## config.mk

```make
export PLATFORM = sky130hd
export DESIGN_NAME = usb_pipe_status
export DESIGN_NICKNAME = d
export VERILOG_FILES = /design/src/rtl/usb_pipe_status_pkg.sv /design/src/rtl/usb_pipe_status_ctrl.sv /design/src/rtl/usb_pipe_status_dp.sv /design/src/rtl/usb_pipe_status.sv
export SDC_FILE = /design/constraint.sdc
export NUM_CORES = 1
export LEC_CHECK = 0
export BUFFER_PORTS_ARGS = -buffer_cell sky130_fd_sc_hd__buf_2
export CORE_AREA = 4 4 41 43
export DETAILED_ROUTE_END_ITERATION = 10
export DIE_AREA = 0 0 45 47
export HOLD_SLACK_MARGIN = 0.15
export PLACE_DENSITY_LB_ADDON = 0.1
export SYNTH_ARGS = -nofsm -noshare
export SYNTH_HDL_FRONTEND = slang
export SYNTH_SLANG_ARGS = --single-unit
export TNS_END_PERCENT = 20
```

## constraint.sdc

```tcl
create_clock -name clk -period 2.1 [get_ports clk]
set_clock_uncertainty 0.15 [all_clocks]
set_input_delay 0.315 -clock clk [delete_from_list [all_inputs] [get_ports clk]]
set_output_delay 0.315 -clock clk [all_outputs]
set_load 0.02 [all_outputs]
```

## src/rtl/usb_pipe_status_pkg.sv

```systemverilog
package usb_pipe_status_pkg;

  localparam int STATUS_W  = 8;
  localparam int NUM_BANKS = 2;

  // Bit positions in the status byte and in both strobe bytes.
  localparam int BK1_POS = 7;
  localparam int BK0_POS = 6;
  localparam int FRZ_POS = 4;
  localparam int CUR_POS = 2;
  localparam int TGL_POS = 0;

  // Strobes from the control logic to the status register file.
  typedef struct packed {
    logic [NUM_BANKS-1:0] setBank;      // force bank ready to 1 (wins)
    logic [NUM_BANKS-1:0] clrBank;      // force bank ready to 0
    logic                 freezeNow;    // commit a freeze (wins)
    logic                 freezeClr;    // unfreeze
    logic                 bankAdvance;  // invert current bank
    logic                 bankHome;     // return current bank to 0
    logic                 toggleFlip;   // invert data toggle
  } pipeCtl_t;

endpackage

```

## src/rtl/usb_pipe_status_ctrl.sv

```systemverilog
module usb_pipe_status_ctrl
  import usb_pipe_status_pkg::*;
(
  input  logic                clk,
  input  logic                rstN,
  input  logic                isControl,
  input  logic [STATUS_W-1:0] setStrobe,
  input  logic [STATUS_W-1:0] clrStrobe,
  input  logic                stallRcvd,
  input  logic                pipeEnable,
  input  logic                lpmDone,
  input  logic                lpmTimeout,
  input  logic                xferError,
  input  logic                txnBusy,
  input  logic                packetDone,
  input  logic                curBank,
  output pipeCtl_t            ctl
);

  logic prevEnable;
  logic freezePending;
  logic freezePendingNext;
  logic enableRise;
  logic hwFreezeEvent;
  logic freezeReq;
  logic [NUM_BANKS-1:0] bankDone;
  logic [NUM_BANKS-1:0] bankSetAllowed;

  // Strobe bits that this block does not act on.
  logic unusedStrobeBits;
  assign unusedStrobeBits = ^{setStrobe[5], setStrobe[3:0], clrStrobe[5], clrStrobe[3:0]};

  assign enableRise    = pipeEnable & ~prevEnable;
  assign hwFreezeEvent = stallRcvd | enableRise | lpmDone | lpmTimeout | xferError;
  assign freezeReq     = hwFreezeEvent | setStrobe[FRZ_POS];

  // A control pipe always completes on bank 0.
  always_comb begin
    bankDone[0] = packetDone & (isControl | ~curBank);
    bankDone[1] = packetDone & ~isControl & curBank;
  end

  // Bank 1 may only be made ready on a non-control pipe.
  assign bankSetAllowed = {~isControl, 1'b1};

  // Held-freeze bookkeeping: a request made during a busy bus
  // transaction waits for the transaction to end.
  always_comb begin
    if (freezeReq && txnBusy)
      freezePendingNext = 1'b1;
    else if (clrStrobe[FRZ_POS] || !txnBusy)
      freezePendingNext = 1'b0;
    else
      freezePendingNext = freezePending;
  end

  always_ff @(posedge clk or negedge rstN) begin
    if (!rstN) begin
      prevEnable    <= 1'b0;
      freezePending <= 1'b0;
    end else begin
      prevEnable    <= pipeEnable;
      freezePending <= freezePendingNext;
    end
  end

  always_comb begin
    ctl.setBank[0]  = setStrobe[BK0_POS] & bankSetAllowed[0];
    ctl.setBank[1]  = setStrobe[BK1_POS] & bankSetAllowed[1];
    ctl.clrBank[0]  = clrStrobe[BK0_POS] | bankDone[0];
    ctl.clrBank[1]  = clrStrobe[BK1_POS] | bankDone[1];
    ctl.freezeNow   = (freezeReq | freezePending) & ~txnBusy;
    ctl.freezeClr   = clrStrobe[FRZ_POS];
    ctl.bankAdvance = packetDone & ~isControl;
    ctl.bankHome    = packetDone & isControl;
    ctl.toggleFlip  = packetDone;
  end

endmodule

```

## src/rtl/usb_pipe_status_dp.sv

```systemverilog
module usb_pipe_status_dp
  import usb_pipe_status_pkg::*;
(
  input  logic                clk,
  input  logic                rstN,
  input  pipeCtl_t            ctl,
  output logic [STATUS_W-1:0] statusByte,
  output logic                curBank,
  output logic                frozen
);

  localparam int BANK_POS_0 = BK0_POS;
  localparam int BANK_POS_1 = BK1_POS;

  logic [NUM_BANKS-1:0] bankReady;
  logic                 dataToggle;

  // One set-dominant flag per bank.
  for (genvar b = 0; b < NUM_BANKS; b++) begin : g_bank
    always_ff @(posedge clk or negedge rstN) begin
      if (!rstN)
        bankReady[b] <= 1'b0;
      else if (ctl.setBank[b])
        bankReady[b] <= 1'b1;
      else if (ctl.clrBank[b])
        bankReady[b] <= 1'b0;
    end
  end

  always_ff @(posedge clk or negedge rstN) begin
    if (!rstN)
      frozen <= 1'b0;
    else if (ctl.freezeNow)
      frozen <= 1'b1;
    else if (ctl.freezeClr)
      frozen <= 1'b0;
  end

  always_ff @(posedge clk or negedge rstN) begin
    if (!rstN)
      curBank <= 1'b0;
    else if (ctl.bankHome)
      curBank <= 1'b0;
    else if (ctl.bankAdvance)
      curBank <= ~curBank;
  end

  always_ff @(posedge clk or negedge rstN) begin
    if (!rstN)
      dataToggle <= 1'b0;
    else if (ctl.toggleFlip)
      dataToggle <= ~dataToggle;
  end

  always_comb begin
    statusByte             = '0;
    statusByte[BANK_POS_1] = bankReady[1];
    statusByte[BANK_POS_0] = bankReady[0];
    statusByte[FRZ_POS]    = frozen;
    statusByte[CUR_POS]    = curBank;
    statusByte[TGL_POS]    = dataToggle;
  end

endmodule

```

## src/rtl/usb_pipe_status.sv

```systemverilog
module usb_pipe_status
  import usb_pipe_status_pkg::*;
(
  input  logic                clk,
  input  logic                rstN,
  input  logic                isControl,
  input  logic [STATUS_W-1:0] setStrobe,
  input  logic [STATUS_W-1:0] clrStrobe,
  input  logic                stallRcvd,
  input  logic                pipeEnable,
  input  logic                lpmDone,
  input  logic                lpmTimeout,
  input  logic                xferError,
  input  logic                txnBusy,
  input  logic                packetDone,
  output logic [STATUS_W-1:0] statusByte,
  output logic                pipeFrozen
);

  pipeCtl_t ctl;
  logic     curBank;

  usb_pipe_status_ctrl i_ctrl (
    .clk        (clk),
    .rstN       (rstN),
    .isControl  (isControl),
    .setStrobe  (setStrobe),
    .clrStrobe  (clrStrobe),
    .stallRcvd  (stallRcvd),
    .pipeEnable (pipeEnable),
    .lpmDone    (lpmDone),
    .lpmTimeout (lpmTimeout),
    .xferError  (xferError),
    .txnBusy    (txnBusy),
    .packetDone (packetDone),
    .curBank    (curBank),
    .ctl        (ctl)
  );

  usb_pipe_status_dp i_dp (
    .clk        (clk),
    .rstN       (rstN),
    .ctl        (ctl),
    .statusByte (statusByte),
    .curBank    (curBank),
    .frozen     (pipeFrozen)
  );

endmodule

```

==> results.md, run 1 <==
- Antenna violations before repair: 0
- Reg2Reg Depth: 3
- Post-CTS sizing: 0
- Mapped Cells: 32
- Yosys top cell by area: dfrtp_1
- RR Endpoint: i_dp.frozen$_DFFE_PN0P_
- CP Cell Sequence: dlygate4sd3_1 -> buf_2 -> nor2b_1 -> nor4_1 -> o22ai_1 -> dlygate4sd3_1
- Pre-antenna DRT Iters: 2
- Status: finished clean
- CP max stage cell: dlygate4sd3_1
- First-pass GRT wire length: 1221 um
- H-tree depth: 1
- Antenna diodes: 0
- Crit path max fanout: 2
- Die area: 2115 um^2
- RSZ-0062 raised after global routing: no
- Vias in the first global route: 315
- Detail Route Antenna Nets: 0
- Placement-stage cell area: 427.9 um^2
- IO Count: 35
- Final nets: 87
- Tot Pwr: 379.6 uW
- Min-Delay Path Depth: 3
- Logic gate share of total power: 25.3%
- Ys async rst share: 100.0%
- Total congestion overflow: 0
- Maximum vdd drop: 0.3503 mV
- PD cells: 724.1 nW/um^2
- Clock-pin slew on the worst setup and hold paths: 0.05 ns
- Die height: 47 um
- Sequential share of power: 43.0%
- Die W: 45 um
- DP HPWL: 603.6 um
- Starting DRC count in detailed routing: 2
- Yosys top cell area share: 51.28%
- Fill count: 139
- Count leader, synth: dfrtp_1
- Hold endpoint: i_dp.statusByte[7]$_DFFE_PN0P_
- Worst path max stage delay: 0.56 ns
- Pin count of the biggest net entering global routing: 8
- Cell Area, Synth: 341.6 um^2
- Min-delay src: setStrobe[7]
- Final setup vio count: 0
- Setup bufs post-CTS: 0
- Final worst path period need: 2.017 ns
- Worst skew pair latency: 0.24 ns
- Tot GR Track Use: 8.035%
- Placement row count: 13
- Ratio of cells with drive above 1 in the final layout: 43.33%
- CTS tree: done
- Core area: 1301 um^2
- IO buf count: 21
- Clock root buffer: clkbuf_4
- Final Instance Area: 524.3 um^2
- CP Capture Type: flop
- Avg WL per Cell: 9.507 um
- Most frequent CP cell: dlygate4sd3_1
- Main flop type after synthesis: dfrtp_1
- CP Class: primary input to flop
- Global placer's final weighted congestion: 0.5701
- Initial Utilization: 26.25%
- Max-cap violations: 0
- Vias per inst: 4.040
- List of most frequent post-synthesis cells: dfrtp_1, buf_4, inv_1
- Number of synthesized register bits: 7
- Final period util: 96.04%
- Cell Int Power: 269.3 uW
- Final hold vios: 0
- Crit path required time: 2.08 ns
- Inserted Clock Buffers: 3
- Startpoint types: primary input
- Leakage: 0.2704 nW
- Sequential area share after synthesis: 51.28%
- Sink Count: 7
- Final Core Density: 40.29%
- Via count: 303
- Fmax: 495.8 MHz
- Number of remaining DRC errors: 0
- Worst hold margin: 0.1650 ns
- Max-slew violations: 0
- Post-route setup TNS: 0 ns
- Min-Delay Path Class: primary input to flop
- Routed wire length: 713 um
- Clock power share: 31.7%
- R2R setup slack: 0.54 ns
- Crit path arrival time: 1.99 ns
- Synth-to-Final Area Change: 53.48%
- Psw: 110.3 uW
- Post-synth EDFFs: 0
- Count of cell types in the netlist: 14
- Clock buffer depth: 2
- Top cells by area, synth: dfrtp_1, buf_4, nor2b_1, o21ai_0, inv_1
- Synthesis Warnings: 0
- Sw Share: 29.05%
- Reg-to-Reg Start: i_ctrl.freezePending$_DFFE_PN0P_
- Average cell area after synthesis: 10.67 um^2
## state kept, by name, indices dropped and copies added, names as in the netlist
signal / flops
i_ctrl.freezePending: 1
i_ctrl.prevEnable: 1
i_dp.curBank: 1
i_dp.dataToggle: 1
i_dp.frozen: 1
i_dp.statusByte: 2
## per-stage QoR
stage               cells  worst slack [ns]
floorplan              34            0.6902
global placement       64            0.5769
detailed placement     64            0.5592
CTS                    75           0.09500
global route           75          0.009630
finish                 75           0.08316
## timing repair
item / 4_1_cts / 5_1_grt
hold buffers: 7 / 0
endpoints found under the setup margin: 0 / 0
hold endpoints to repair: 12 / 0
## routing by layer
metal	wire [um]	part of all wire, %	global-route usage, %	vias up
met4	0	0	1.754	0
met2	348	49	14.41	16
met1	277	39	9.281	132
met5	0	0	0	-
met3	88	12	2.682	0
li1	-	-	-	155
## how the worst max path moves through the flow
stage                    start                          endpoint  slack [ns]  cells after the start
floorplan            stallRcvd  i_ctrl.freezePending$_DFFE_PN0P_        0.69                      2
global placement     stallRcvd  i_ctrl.freezePending$_DFFE_PN0P_        0.58                      3
detailed placement   stallRcvd  i_ctrl.freezePending$_DFFE_PN0P_        0.56                      3
CTS                 pipeEnable           i_dp.frozen$_DFFE_PN0P_         0.1                      6
global route        pipeEnable           i_dp.frozen$_DFFE_PN0P_        0.01                      6
finish              pipeEnable           i_dp.frozen$_DFFE_PN0P_        0.08                      6
## critical path: cells and delay by family
family | cells | cell delay (ns)
compound gates | 1 | 0.11
buf+inv | 3 | 1.21
simple gates | 2 | 0.35
## area by class of cell
| cell class | instances | area [um^2] | share of cell area (%) |
|---|---|---|---|
| multi-input combinational | 17 | 113.9 | 21.72 |
| clock buffer | 4 | 26.28 | 5.012 |
| tap | 15 | 18.77 | 3.580 |
| sequential | 7 | 175.2 | 33.41 |
| inverter | 4 | 15.01 | 2.864 |
| timing repair buffer | 28 | 175.2 | 33.41 |
## placed cells by master, fill, tap and decap left out
cell / count
a31o_2: 1
nand2b_1: 1
clkbuf_4: 3
dlygate4sd3_1: 7
xor2_1: 1
dfrtp_1: 7
nor2b_1: 3
or4_4: 1
o21ai_0: 3
clkbuf_1: 1
mux2i_1: 1
o22ai_1: 1
buf_2: 21
conb_1: 3
inv_1: 4
nor4_1: 1
o41a_1: 1
## kinds of logic after synthesis
kind of cell	after synthesis	synth area share [%]
buffers and inverters	10	17.58
AO/OA/AOI/OAI	6	12.09
XOR/XNOR	1	2.565
other	1	1.098
AND/OR/NAND/NOR	6	12.46
flip-flops	7	51.28
multiplexers	1	2.931
## power by group through the flow
stage / clock network [mW] / logic (mW) / registers [mW]
global placement: 0 / 0.0856 / 0.165
floorplan: 0 / 0.0652 / 0.171
detailed placement: 0 / 0.0866 / 0.166
CTS: 0.123 / 0.0976 / 0.163
finish: 0.120 / 0.0961 / 0.163
global route: 0.135 / 0.107 / 0.165
(Power assumes the default switching activity.)
==> run 2, diff against run 1 <==
Settings changed: ABC_CLOCK_PERIOD_IN_PS from default to 2100, BUFFER_PORTS_ARGS -buffer_cell sky130_fd_sc_hd__buf_2 to -buffer_cell sky130_fd_sc_hd__clkbuf_2, HOLD_SLACK_MARGIN 0.15 to 0.06.
==> run 2 against run 1 <==
Effect of this change: cell count is 6.7% lower; worst hold slack got worse by 0.055 ns; register-to-register slack better by 0.43 ns; sequential power hardly changed; routed wire length rose by 0.98%; utilization shrank 3.8 points; largest power group unchanged.
==> results.md, run 2 (synthesized netlist as in run 1, its figures left out) <==
- Sink Count: 7 (unchanged)
- Via count: 279 (-7.9%)
- Status: finished clean
- Vias in the first global route: 280 (-11%)
- Clock-pin slew on the worst setup and hold paths: 0.05 ns (about the same)
- Final setup vio count: 0 (unchanged)
- Antenna diodes: 0 (unchanged)
- Tot GR Track Use: 7.796% (-0.24 points)
- Number of flip-flops in the largest register: 2 (unchanged)
- Dpl ws: 0.5667 ns (+0.007471 ns)
- H-tree depth: 1 (unchanged)
- IO Count: 35 (unchanged)
- RSZ-0062 raised after global routing: no
- DP HPWL: 622 um (+3.0%)
- Ratio of cells with drive above 1 in the final layout: 47.27% (+3.9 points)
- Initial Utilization: 26.25% (unchanged)
- CP Capture Type: flop
- CP top delay family: buffers and inverters
- CTS tree: done
- Crit path required time: 2.07 ns (about the same)
- Max-cap violations: 0 (unchanged)
- Post-route setup TNS: 0 ns (unchanged)
- Clock root buffer: clkbuf_4
- Pin count of the biggest net entering global routing: 8 (unchanged)
- Final worst path period need: 1.515 ns (-0.5023 ns)
- Synth-to-Final Area Change: 38.83%
- Final Core Density: 36.44% (-3.8 points)
- Crit path max fanout: 2 (unchanged)
- Global placer's final weighted congestion: 0.5732 (+0.54%)
- Die area: 2115 um^2 (unchanged)
- Highest-count cells in the layout ignoring fill and taps: clkbuf_2, dfrtp_1, inv_1
- Setup bufs post-CTS: 0 (unchanged)
- Final worst-path setup slack: 0.5855 ns (+0.5023 ns)
- Fill count: 133 (-4.3%)
- Inserted Clock Buffers: 3 (unchanged)
- CP Cell Sequence: dlygate4sd3_1 -> clkbuf_2 -> nor2b_1 -> o41a_1
- Commonest non-fill, non-tap cell in the layout: clkbuf_2
- Worst skew pair latency: 0.24 ns (about the same)
- Min-Delay Path Class: primary input to flop
- Tot Pwr: 372.5 uW (-1.9%)
- Placement row count: 13 (unchanged)
- Worst path max stage delay: 0.53 ns (-0.03 ns)
- Starting DRC count in detailed routing: 1 (-1)
- Final hold vios: 0 (unchanged)
- Core area: 1301 um^2 (unchanged)
- Total congestion overflow: 0 (unchanged)
- Buf/Inv on CP: 2 (-1)
- Pre-antenna DRT Iters: 3 (+1)
- PD cells: 785.4 nW/um^2 (+8.5%)
- Final nets: 82 (-5.7%)
- Startpoint types: primary input
- Die height: 47 um (unchanged)
- IO buf count: 21 (unchanged)
- CP max stage cell: dlygate4sd3_1
- Die W: 45 um (unchanged)
- First-pass GRT wire length: 1110 um (-9.1%)
- Avg WL per Cell: 10.29 um (+8.2%)
- Clock buffer depth: 2 (unchanged)
- Vias per inst: 3.986 (-1.3%)
- Maximum vdd drop: 0.3596 mV (+2.7%)
- Leakage: 0.2553 nW (-5.6%)
- Routed wire length: 720 um (+0.98%)
- Worst hold margin: 0.1101 ns (-0.05496 ns)
- Fmax: 660.3 MHz (+33%)
- Max-slew violations: 0 (unchanged)
- Number of remaining DRC errors: 0 (unchanged)
- Final period util: 72.12% (-24 points)
- CP Class: primary input to flop
- Detail Route Antenna Nets: 0 (unchanged)
- Antenna violations before repair: 0 (unchanged)
- Crit path arrival time: 1.49 ns (-0.50 ns)
[run 2: changes by cell type in the layout (fill, tap and decap cells not counted), sizes merged]
cell,delta
clkbuf,+21
dlygate4sd3,-5
buf,-21
[run 2: final cells by class]
cell class	count	area, um^2	share of cell area (%)
well taps	15	18.77	3.958
flip-flops and latches	7	175.2	36.94
multi-input cells	17	113.9	24.01
repair buffers	23	125.1	26.39
inverters	4	15.01	3.166
clock buffers	4	26.28	5.541
[run 2: timing repair]
item	in CTS	in global routing
hold buffers	2	0
hold endpoints to repair	8	0
resized for setup	0	0
[run 2: metrics by stage]
step	instance area, um^2	std cells
2_1_floorplan	349.1	34
3_3_place_gp	427.9	64
3_5_place_dp	427.9	64
4_1_cts	474.2	70
5_1_grt	474.2	70
6_report	474.2	70
[run 2: metal layers]
| metal | track usage, % | up-vias | share of wire, % |
|---|---|---|---|
| met5 | 0 | - | 0 |
| li1 | - | 143 | - |
| met2 | 12.99 | 16 | 49 |
| met1 | 8.353 | 120 | 40 |
| met3 | 2.682 | 0 | 11 |
| met4 | 5.263 | 0 | 0 |
[run 2: worst reg2reg max path, stage by stage, from the launching register on]
cell,delay [ns]
dfrtp_1,0.37
nor2b_1,0.13
o41a_1,0.36
[run 2: power by group]
part | internal, mW | switching [mW] | total, mW
combinational | 0.0364 | 0.0509 | 0.0874
clock | 0.0724 | 0.0481 | 0.120
sequential | 0.154 | 0.0110 | 0.165
total | 0.263 | 0.110 | 0.372
[run 2: worst paths after layout]
check | startpoint | to | slack (ns) | cells past startpoint
min in group asynchronous | rstN | i_dp.frozen$_DFFE_PN0P_ | 0.30 | 2
max in group asynchronous | rstN | i_dp.statusByte[6]$_DFFE_PN0P_ | 1.33 | 2
worst min-delay path | setStrobe[6] | i_dp.statusByte[6]$_DFFE_PN0P_ | 0.11 | 2
worst max-delay path | pipeEnable | i_ctrl.freezePending$_DFFE_PN0P_ | 0.59 | 4
worst min register to register | i_dp.dataToggle$_DFFE_PN0P_ | i_dp.dataToggle$_DFFE_PN0P_ | 0.32 | 1
worst max register to register | i_ctrl.freezePending$_DFFE_PN0P_ | i_ctrl.freezePending$_DFFE_PN0P_ | 0.97 | 2
==> run 3, diff against run 2 <==
Settings changed: ABC_CLOCK_PERIOD_IN_PS 2100 to 1300.
Clock period 2.1 ns to 1.3 ns, I/O delays scaled along.
==> run 3 against run 2 <==
Effect of this change: utilization rose by 4.6 points; routed wire length grew 7.4%; register-to-register slack got worse by 0.80 ns; non-clock buffer count rose by 6; worst hold slack got worse by 0.040 ns; global-route usage grew 0.72 points; first-iteration DRC count stayed put; clock power rose by 63%; worst setup slack worse by 0.54 ns.
==> results.md, run 3 (synthesized netlist as in run 1, its figures left out) <==
- Final nets: 88 (+7.3%)
- Vias per inst: 4.000 (+0.36%)
- Final worst path period need: 1.254 ns
- Die area: 2115 um^2 (unchanged)
- Number of remaining DRC errors: 0 (unchanged)
- IO buf count: 21 (unchanged)
- Min-Delay Path Depth: 2 (unchanged)
- Total congestion overflow: 0 (unchanged)
- IO Count: 35 (unchanged)
- CP Class: primary input to flop
- Max-cap violations: 0 (unchanged)
- Pre-antenna DRT Iters: 2 (-1)
- Avg WL per Cell: 10.17 um (-1.1%)
- Vias in the first global route: 317 (+13%)
- Antenna diodes: 0 (unchanged)
- Sink Count: 7 (unchanged)
- CP top delay family: buffers and inverters
- Fmax: 797.4 MHz
- CP Cell Sequence: dlygate4sd3_1 -> clkbuf_2 -> nor2b_1 -> o41a_1
- Initial Utilization: 26.25% (unchanged)
- CTS tree: done
- Maximum vdd drop: 0.5738 mV (+60%)
- CP Capture Type: flop
- H-tree depth: 1 (unchanged)
- Core area: 1301 um^2 (unchanged)
- Via count: 304 (+9.0%)
- Commonest non-fill, non-tap cell in the layout: clkbuf_2
- DP HPWL: 622 um (unchanged)
- Post-route setup TNS: 0 ns (unchanged)
- Status: finished clean
- Highest-count cells in the layout ignoring fill and taps: clkbuf_2, dlygate4sd3_1, dfrtp_1
- Crit path max fanout: 2 (unchanged)
- Antenna violations before repair: 0 (unchanged)
- Final period util: 96.47%
- First-pass GRT wire length: 1221 um (+10%)
- Final Core Density: 41.06% (+4.6 points)
- Routed wire length: 773 um (+7.4%)
- Reg2Reg Depth: 2 (unchanged)
- Worst path max stage delay: 0.52 ns (about the same)
- Die height: 47 um (unchanged)
- WP depth: 4 (unchanged)
- Startpoint types: primary input
- Pin count of the biggest net entering global routing: 8 (unchanged)
- CP max stage cell: dlygate4sd3_1
- Worst skew pair latency: 0.24 ns (about the same)
- Final worst-path setup slack: 0.04585 ns (-0.5396 ns)
- Final setup vio count: 0 (unchanged)
- Starting DRC count in detailed routing: 1 (unchanged)
- Ratio of cells with drive above 1 in the final layout: 42.62% (-4.6 points)
- Max-slew violations: 0 (unchanged)
- Final Instance Area: 534.3 um^2 (+13%)
- Clock buffer depth: 2 (unchanged)
- Number of flip-flops in the largest register: 2 (unchanged)
- PD cells: 1158 nW/um^2 (+47%)
- Inserted Clock Buffers: 3 (unchanged)
- Setup bufs post-CTS: 0 (unchanged)
- RSZ-0062 raised after global routing: no
- Detail Route Antenna Nets: 0 (unchanged)
- Placement-stage cell area: 427.9 um^2 (unchanged)
- Tot GR Track Use: 8.512% (+0.72 points)
- Crit path arrival time: 1.23 ns (-0.26 ns)
- Fin cells: 76 (+8.6%)
- Global placer's final weighted congestion: 0.5732 (unchanged)
- Placed cell count: 64 (unchanged)
- Placement row count: 13 (unchanged)
- Dpl ws: -0.1133 ns (-0.6800 ns)
- Leakage: 0.2803 nW (+9.8%)
- Synth-to-Final Area Change: 56.41%
- Clock root buffer: clkbuf_4
- Buf/Inv on CP: 2 (unchanged)
- Final hold vios: 0 (unchanged)
- Crit path required time: 1.27 ns (-0.80 ns)
- Min-Delay Path Class: primary input to flop
- Die W: 45 um (unchanged)
- Clock-pin slew on the worst setup and hold paths: 0.05 ns (about the same)
==> run 3: cell types whose count changed in the layout (fill, tap and decap cells not counted) <==
cell	previous run	this run
o21ai_1	0	2
dlygate4sd3_1	2	8
o21ai_0	3	1
==> run 3: where the power goes <==
| part | internal, mW | switching [mW] |
|---|---|---|
| clock | 0.117 | 0.0786 |
| combinational | 0.0709 | 0.0858 |
| sequential | 0.248 | 0.0180 |
| total | 0.436 | 0.182 |
==> run 3: cell type report <==
| cell class | count | area [um^2] |
|---|---|---|
| sequential | 7 | 175.2 |
| tap | 15 | 18.77 |
| clock buffer | 4 | 26.28 |
| fill | 134 | 767.0 |
| inverter | 4 | 15.01 |
| multi-input combinational | 17 | 113.9 |
| timing repair buffer | 29 | 185.2 |
==> run 3: per-layer routing <==
metal / vias to the layer above / routed length, um / GRT usage [%]
met2: 16 / 396 / 14.41
met4: 0 / 0 / 7.602
met1: 133 / 293 / 8.121
met5: - / 0 / 0
met3: 0 / 84 / 3.065
li1: 155 / - / -
==> run 3: worst paths after layout <==
check | startpoint | endpoint | slack (ns)
worst max-delay path | clrStrobe[4] | i_ctrl.freezePending$_DFFE_PN0P_ | 0.05
worst min-delay path | setStrobe[4] | i_ctrl.freezePending$_DFFE_PN0P_ | 0.07
worst max register to register | i_ctrl.freezePending$_DFFE_PN0P_ | i_ctrl.freezePending$_DFFE_PN0P_ | 0.17
worst min register to register | i_dp.dataToggle$_DFFE_PN0P_ | i_dp.dataToggle$_DFFE_PN0P_ | 0.32
max in group asynchronous | rstN | i_dp.statusByte[6]$_DFFE_PN0P_ | 0.65
min in group asynchronous | rstN | i_dp.frozen$_DFFE_PN0P_ | 0.18
==> run 3: timing repair <==
action                                  in CTS  in global routing
endpoints found under the setup margin       0                  2
hold endpoints to repair                    14                  0
hold buffers                                 8                  0
gates resized for setup                      0                  2
==> run 3: per-stage QoR <==
step / power (mW) / hold slack [ns]
after global placement: 0.4055 / -0.1083
final: 0.6185 / 0.07055
after CTS: 0.6316 / 0.06475
after floorplan: 0.3813 / -0.2506
after global routing: 0.6635 / 0.06780
after detailed placement: 0.4092 / -0.1035
==> run 3: worst register-to-register path: cells and delay by family (launching register included) <==
kind             cells  cell delay, ns
AO/OA/AOI/OAI        1            0.36
flip-flops           1            0.37
AND/OR/NAND/NOR      1            0.13
